$ cat config.mk
export PLATFORM = sky130hd
export DESIGN_NAME = flash_cmd_ctrl
export DESIGN_NICKNAME = d
export VERILOG_FILES = /design/src/rtl/flash_cmd_pkg.sv /design/src/rtl/flash_wr_capture.sv /design/src/rtl/flash_cmd_fsm.sv /design/src/rtl/flash_cell_array.sv /design/src/rtl/flash_cmd_ctrl.sv
export SDC_FILE = /design/constraint.sdc
export NUM_CORES = 1
export LEC_CHECK = 0
export ABC_CLOCK_PERIOD_IN_PS = 10000
export BUFFER_PORTS_ARGS = -buffer_cell sky130_fd_sc_hd__buf_2
export CAP_MARGIN = 30
export CORE_ASPECT_RATIO = 1.75
export CORE_MARGIN = 8
export CORE_UTILIZATION = 38
export CTS_BUF_LIST = sky130_fd_sc_hd__clkbuf_8
export DETAILED_ROUTE_END_ITERATION = 7
export PLACE_DENSITY = 0.53
export SKIP_LAST_GASP = 1
export SLEW_MARGIN = 15
export SYNTH_ARGS = -nofsm -noshare
export SYNTH_HDL_FRONTEND = slang
export SYNTH_HIERARCHICAL = 1
export SYNTH_SLANG_ARGS = --single-unit
$ cat constraint.sdc
create_clock -name clk -period 10 [get_ports clk]
set_input_delay 0.5 -clock clk [delete_from_list [all_inputs] [get_ports clk]]
set_output_delay 0.5 -clock clk [all_outputs]
set_load 0.05 [all_outputs]
$ cat src/rtl/flash_cmd_pkg.sv
package flash_cmd_pkg;

    typedef logic [7:0] byte_t;

    localparam byte_t CMD_READ      = 8'h00;
    localparam byte_t CMD_ERASE     = 8'h20;
    localparam byte_t CMD_ERASE_VFY = 8'hA0;
    localparam byte_t CMD_PGM       = 8'h40;
    localparam byte_t CMD_PGM_VFY   = 8'hC0;
    localparam byte_t CMD_IDENT     = 8'h90;
    localparam byte_t CMD_RESET     = 8'hFF;

    typedef enum logic [3:0] {
        M_READ,
        M_IDENT,
        M_ERASE_ARM,
        M_ERASE_PULSE,
        M_ERASE_HOLD,
        M_ERASE_VFY,
        M_PGM_ARM,
        M_PGM_PULSE,
        M_PGM_HOLD,
        M_PGM_VFY
    } mode_e;

    typedef struct packed {
        logic  valid;
        byte_t data;
    } wr_evt_t;

    function automatic mode_e decode_cmd(input byte_t code);
        case (code)
            CMD_ERASE:     return M_ERASE_ARM;
            CMD_ERASE_VFY: return M_ERASE_VFY;
            CMD_PGM:       return M_PGM_ARM;
            CMD_PGM_VFY:   return M_PGM_VFY;
            CMD_IDENT:     return M_IDENT;
            default:       return M_READ;
        endcase
    endfunction

    function automatic logic is_verify(input mode_e m);
        return (m == M_PGM_VFY) || (m == M_ERASE_VFY);
    endfunction

endpackage

$ cat src/rtl/flash_wr_capture.sv
module flash_wr_capture
    import flash_cmd_pkg::*;
#(
    parameter int ADDR_W = 6
) (
    input  logic              clk,
    input  logic              rst,
    input  logic [ADDR_W-1:0] addr_i,
    input  byte_t             data_i,
    input  logic              ce_n_i,
    input  logic              we_n_i,
    output wr_evt_t           evt_o,
    output logic [ADDR_W-1:0] addr_o
);

    logic              act;
    logic              act_q;
    logic [ADDR_W-1:0] addr_q;
    byte_t             data_q;

    assign act = ~ce_n_i & ~we_n_i;

    always_ff @(posedge clk) begin
        if (rst) begin
            act_q  <= 1'b0;
            addr_q <= '0;
            data_q <= '0;
            evt_o  <= '0;
        end else begin
            act_q <= act;
            if (act && !act_q) addr_q <= addr_i;
            if (act) data_q <= data_i;
            evt_o.valid <= act_q && !act;
            evt_o.data  <= data_q;
        end
    end

    assign addr_o = addr_q;

    // one event per write cycle
    a_r4_single_event: assert property (@(posedge clk) disable iff (rst)
        evt_o.valid |=> !evt_o.valid);

    // address stays fixed once the write cycle is open
    a_r4_addr_held: assert property (@(posedge clk) disable iff (rst)
        (act_q && act) |=> (addr_q == $past(addr_q)));

endmodule

$ cat src/rtl/flash_cmd_fsm.sv
module flash_cmd_fsm
    import flash_cmd_pkg::*;
#(
    parameter int ADDR_W       = 6,
    parameter int PGM_CYCLES   = 500,
    parameter int ERASE_CYCLES = 500000
) (
    input  logic              clk,
    input  logic              rst,
    input  logic              vpp_hi_i,
    input  wr_evt_t           evt_i,
    input  logic [ADDR_W-1:0] wr_addr_i,
    output mode_e             mode_o,
    output logic              pgm_fire_o,
    output logic              erase_fire_o,
    output logic [ADDR_W-1:0] op_addr_o,
    output byte_t             op_data_o
);

    localparam int LIMIT = (PGM_CYCLES > ERASE_CYCLES) ? PGM_CYCLES : ERASE_CYCLES;
    localparam int TW    = $clog2(LIMIT + 1);
    localparam logic [TW-1:0] PGM_LOAD   = TW'(PGM_CYCLES - 1);
    localparam logic [TW-1:0] ERASE_LOAD = TW'(ERASE_CYCLES - 1);

    mode_e             mode_q;
    logic [TW-1:0]     cnt_q;
    logic [ADDR_W-1:0] op_addr_q;
    byte_t             op_data_q;
    logic              accept;
    logic              in_pulse;
    logic              timer_done;

    assign accept     = evt_i.valid & vpp_hi_i;
    assign in_pulse   = (mode_q == M_PGM_PULSE) || (mode_q == M_ERASE_PULSE);
    assign timer_done = in_pulse && (cnt_q == '0) && vpp_hi_i && !accept;

    assign pgm_fire_o   = timer_done && (mode_q == M_PGM_PULSE);
    assign erase_fire_o = timer_done && (mode_q == M_ERASE_PULSE);

    always_ff @(posedge clk) begin
        if (rst) begin
            mode_q    <= M_READ;
            cnt_q     <= '0;
            op_addr_q <= '0;
            op_data_q <= '0;
        end else if (!vpp_hi_i) begin
            mode_q <= M_READ;
        end else if (accept) begin
            op_addr_q <= wr_addr_i;
            case (mode_q)
                M_PGM_ARM: begin
                    op_data_q <= evt_i.data;
                    cnt_q     <= PGM_LOAD;
                    mode_q    <= M_PGM_PULSE;
                end
                M_ERASE_ARM: begin
                    if (evt_i.data == CMD_ERASE) begin
                        cnt_q  <= ERASE_LOAD;
                        mode_q <= M_ERASE_PULSE;
                    end else begin
                        mode_q <= decode_cmd(evt_i.data);
                    end
                end
                default: mode_q <= decode_cmd(evt_i.data);
            endcase
        end else if (in_pulse) begin
            if (cnt_q == '0)
                mode_q <= (mode_q == M_PGM_PULSE) ? M_PGM_HOLD : M_ERASE_HOLD;
            else
                cnt_q <= cnt_q - 1'b1;
        end
    end

    assign mode_o    = mode_q;
    assign op_addr_o = op_addr_q;
    assign op_data_o = op_data_q;

    // losing the high voltage forces read mode
    a_r3_lockout: assert property (@(posedge clk) disable iff (rst)
        !vpp_hi_i |=> (mode_q == M_READ));

    // an armed erase followed by another code never starts a pulse
    a_r6_erase_needs_repeat: assert property (@(posedge clk) disable iff (rst)
        (mode_q == M_ERASE_ARM && accept && evt_i.data != CMD_ERASE)
        |=> (mode_q != M_ERASE_PULSE));

    // the stop timer ends the pulse by itself
    a_r8_stop_timer: assert property (@(posedge clk) disable iff (rst)
        (in_pulse && cnt_q == '0 && vpp_hi_i && !evt_i.valid)
        |=> (mode_q == M_PGM_HOLD || mode_q == M_ERASE_HOLD));

    // a pulse acts on the array once
    a_r8_fire_once: assert property (@(posedge clk) disable iff (rst)
        (pgm_fire_o || erase_fire_o) |=> !(pgm_fire_o || erase_fire_o));

endmodule

$ cat src/rtl/flash_cell_array.sv
module flash_cell_array
    import flash_cmd_pkg::*;
#(
    parameter int ADDR_W = 6
) (
    input  logic              clk,
    input  logic              rst,
    input  logic              erase_i,
    input  logic              pgm_i,
    input  logic [ADDR_W-1:0] pgm_addr_i,
    input  byte_t             pgm_data_i,
    input  logic [ADDR_W-1:0] rd_addr_i,
    output byte_t             rd_data_o
);

    localparam int DEPTH = 1 << ADDR_W;

    byte_t mem [DEPTH];

    always_ff @(posedge clk) begin
        if (rst || erase_i) begin
            for (int i = 0; i < DEPTH; i++) mem[i] <= 8'hFF;
        end else if (pgm_i) begin
            mem[pgm_addr_i] <= mem[pgm_addr_i] & pgm_data_i;
        end
    end

    assign rd_data_o = mem[rd_addr_i];

    // a program pulse only clears bits of the target byte
    a_r5_and_merge: assert property (@(posedge clk) disable iff (rst)
        (pgm_i && !erase_i) |=>
        (mem[$past(pgm_addr_i)] == ($past(pgm_data_i) & $past(mem[pgm_addr_i]))));

    // erase fills the array with ones
    a_r7_erase_fill: assert property (@(posedge clk) disable iff (rst)
        erase_i |=> (mem[0] == 8'hFF && mem[DEPTH-1] == 8'hFF));

endmodule

$ cat src/rtl/flash_cmd_ctrl.sv
module flash_cmd_ctrl
    import flash_cmd_pkg::*;
#(
    parameter int    ADDR_W       = 6,
    parameter int    PGM_CYCLES   = 500,
    parameter int    ERASE_CYCLES = 500000,
    parameter byte_t MFR_CODE     = 8'hA7,
    parameter byte_t DEV_CODE     = 8'h3C
) (
    input  logic              clk,
    input  logic              rst,
    input  logic [ADDR_W-1:0] addr_i,
    input  logic [7:0]        data_i,
    input  logic              ce_n_i,
    input  logic              we_n_i,
    input  logic              oe_n_i,
    input  logic              vpp_hi_i,
    output logic [7:0]        data_o,
    output logic              data_oe_o
);

    wr_evt_t           evt;
    logic [ADDR_W-1:0] wr_addr;
    mode_e             mode;
    logic              pgm_fire;
    logic              erase_fire;
    logic [ADDR_W-1:0] op_addr;
    byte_t             op_data;
    logic [ADDR_W-1:0] rd_addr;
    byte_t             rd_data;

    flash_wr_capture #(.ADDR_W(ADDR_W)) u_capture (
        .clk    (clk),
        .rst    (rst),
        .addr_i (addr_i),
        .data_i (data_i),
        .ce_n_i (ce_n_i),
        .we_n_i (we_n_i),
        .evt_o  (evt),
        .addr_o (wr_addr)
    );

    flash_cmd_fsm #(
        .ADDR_W       (ADDR_W),
        .PGM_CYCLES   (PGM_CYCLES),
        .ERASE_CYCLES (ERASE_CYCLES)
    ) u_fsm (
        .clk          (clk),
        .rst          (rst),
        .vpp_hi_i     (vpp_hi_i),
        .evt_i        (evt),
        .wr_addr_i    (wr_addr),
        .mode_o       (mode),
        .pgm_fire_o   (pgm_fire),
        .erase_fire_o (erase_fire),
        .op_addr_o    (op_addr),
        .op_data_o    (op_data)
    );

    assign rd_addr = is_verify(mode) ? op_addr : addr_i;

    flash_cell_array #(.ADDR_W(ADDR_W)) u_array (
        .clk        (clk),
        .rst        (rst),
        .erase_i    (erase_fire),
        .pgm_i      (pgm_fire),
        .pgm_addr_i (op_addr),
        .pgm_data_i (op_data),
        .rd_addr_i  (rd_addr),
        .rd_data_o  (rd_data)
    );

    assign data_oe_o = ~ce_n_i & ~oe_n_i & we_n_i;

    always_comb begin
        data_o = 8'h00;
        if (data_oe_o) begin
            if (mode == M_IDENT) data_o = addr_i[0] ? DEV_CODE : MFR_CODE;
            else                 data_o = rd_data;
        end
    end

    // nothing is driven while a write strobe is low
    a_r2_quiet_on_write: assert property (@(posedge clk) disable iff (rst)
        !we_n_i |-> (!data_oe_o && data_o == 8'h00));

endmodule

==> flow_summary.ini <==
[status]
status = finished clean

[worst_hold_path]
hp-start = data_i[5]
hold_class = in2reg

[routing]
viasPerCell = 6.564
drt-initial-drc-count = 3218
final_antenna_net_count = 0
first_pass_iters = 6
drt-total-wl_mm = 129.5
route.detailed.wl_per_inst_microns = 35.99
vias = 23609
drc_errors = 0

[placed_design]
place.gp.congestion = 0.9846
port_buffers = 28
placedCellCount = 3413
hpwl_mm = 89.52

[sta]
period_minus_slack_ps = 5966
setup_tns_ps = 0
slew_headroom = 0.2702
final.setup_skew_ps = 50.00
rsz0062_at_grt = no
tightest_slew_ps = 1086
fmax_mhz = 167.6
fin_crit_sh = 0.5966
drv_slew = 0
finalSetupViolCount = 0
hold_violations = 0

[final_layout]
fillCellCount = 7417
multiInputGateArea_sq_mm = 0.01245
area_growth_pct = 9.535
final_layout_size_suffix_gt1_frac = 0.1987
final_cell_mix = nand2_1 (589), edfxtp_1 (512), mux4_2 (168)
seqCellArea_sq_mm = 0.01661
fin_cells = 3597
nets = 2504
layout_commonest_cell = nand2_1

[setup_path]
worstPathRequired_ps = 9500
endpoint_kind = primary output
rr_startpoint = u_fsm/op_addr_o[0]$_SDFFE_PP0P_
crit_chain = xor2_1 > nand3b_1 > mux2_8 > buf_4 > mux4_2 > mux4_2 > a22oi_1 > nand2_1 > nand2_1 > nor2_1 > buf_2
crit_start = u_fsm/mode_o[3]$_SDFFE_PP0P_
start_kind = flip-flop
slowest_stage = buf_4
worstPathArrival_ps = 5470
critPathMaxStageDelay_ps = 890
setup.worst_path.class = reg2out
cp_max_fo = 65

[yosys]
synth.area.top_cells = edfxtp_1 (51%), mux4_2 (13%), nand2_1 (7.3%)
synthCells = 2480
async_flop_share = 0
ys_ff_latch = 573
netlist_area_sq_mm = 0.03025
syn_avg_cell_area_sq_um = 12.20
yosysTopAreaCell = edfxtp_1
yosys.area.top_type_share = 0.5083
synth_enable_flop_cells = 512
yosysWarnings = 6
synth_seq_area_share = 0.5487
yosys_most_used_dff = edfxtp_1
syn_nets = 2501
synth.distinct_cells = 81

[grt]
grt_use_total = 0.2828
grt_max_degree = 71
grt_pass1_vias = 22952
grt_overflow = 0
antenna_found_initial = 5
grt_pass1_wl_mm = 179.4

[run]
max_cap_viol_count = 0

[power_and_ir_drop]
ir_drop_v = 0.00008610
powerDensity_mw_per_mm2 = 144.4
power.leakage_nw = 8.779

[floorplanning]
die_y_microns = 389.2
fp.dieArea_sq_mm = 0.08924
core_area_sq_mm = 0.07936
boundaryPins = 29
start_util = 0.3811
fp.dieW_microns = 229.3
rows = 137

[clocking]
htreeDepth = 3
tritoncts = done
numCtsBuffers = 84
clock_latency_ps = 780
cts_resized = 0
path_clk_slew_ps = 70
root_buffer = clkbuf_8
cts_num_sinks = 573
cts_buffer_depth = 3
-- registers in the layout, indices dropped and copies added (netlist names) --
| signal | flops |
|---|---|
| u_fsm/op_addr_o | 6 |
| u_capture/evt_o | 9 |
| u_fsm/op_data_o | 8 |
| u_capture/data_q | 8 |
| u_fsm/mode_o | 4 |
| u_capture/act_q | 1 |
| u_capture/addr_o | 6 |
| u_fsm/cnt_q | 19 |
| u_array/mem | 512 |
-- per-layer routing --
metal  share of wire  wire length (microns)  GRT usage
met1            0.31                  40390     0.2857
met2            0.49                  63940     0.4883
met3           0.083                  10690    0.05956
met4            0.11                  14450     0.2514
met5               0                      0          0
-- cell families after synthesis --
| logic type | count (synthesis) | synth area share |
|---|---|---|
| compound gates | 482 | 0.1179 |
| fa+ha+maj | 1 | 0.0004136 |
| simple gates | 920 | 0.1372 |
| xor+xnor | 10 | 0.002896 |
| mux | 241 | 0.1507 |
| buf+inv | 253 | 0.04228 |
| flops | 573 | 0.5487 |
-- final cells by class --
cell class,instances,share of cell area
inverter,18,0.002039
sequential,573,0.5013
timing repair buffer,152,0.03074
clock inverter,66,0.01348
antenna,3,0.0002266
multi-input combinational,1654,0.3759
tap,1042,0.03935
clock buffer,89,0.03697
-- per-stage QoR --
step                      setup slack (ps)  hold WS [ps]  utilization  area [sq um]  total power, mW
after floorplan                       5945         431.2            -         30250            2.788
after global placement                4831         435.5       0.3917         31080            2.846
after detailed placement              4774         439.3       0.3941         31280            2.854
after CTS                             3931         3.980       0.4158         33000            4.814
after global routing                  3757         57.40       0.4174         33130            4.908
final                                 4034         71.74       0.4174         33130            4.783
-- cell usage after synthesis (33+ instances only) --
cell type and count:
nand2_1 589, edfxtp_1 512, mux4_2 168, nor2_1 121
clkbuf_1 109, a22oi_1 98, o21ai_0 94, a21oi_1 63
dfxtp_1 61, buf_2 59, a221oi_1 51, mux2i_1 39
mux2_2 33
-- power breakdown --
group          switching (mW)  internal (mW)  total, mW
clock                   0.988          0.985       1.97
sequential            0.00947           2.60       2.61
combinational           0.135         0.0641      0.199
-- timing repair --
item,4_1_cts,5_1_grt
buffers inserted,0,0
hold buffers,5,0
hold endpoints to repair,5,0
-- worst max-delay path, delay by kind of cell (launching register included) --
family          cells  cell delay [ps]
mux                 3             1790
buf+inv             2             1110
flops               1              450
simple gates        4              600
xor+xnor            1              170
compound gates      1              490
-- path summary, 6_finish.rpt --
check                                                        end  slack (ps)  cells past startpoint
worst max-delay path                                   data_o[6]        4030                     11
worst min-delay path            u_capture/data_q[5]$_SDFFE_PP0P_          70                      3
worst max register to register  u_array/mem[52][4]$_SDFFCE_PN1P_        4770                     10
worst min register to register   u_fsm/op_addr_o[1]$_SDFFE_PP0P_         460                      2
(Power assumes the default switching activity.)
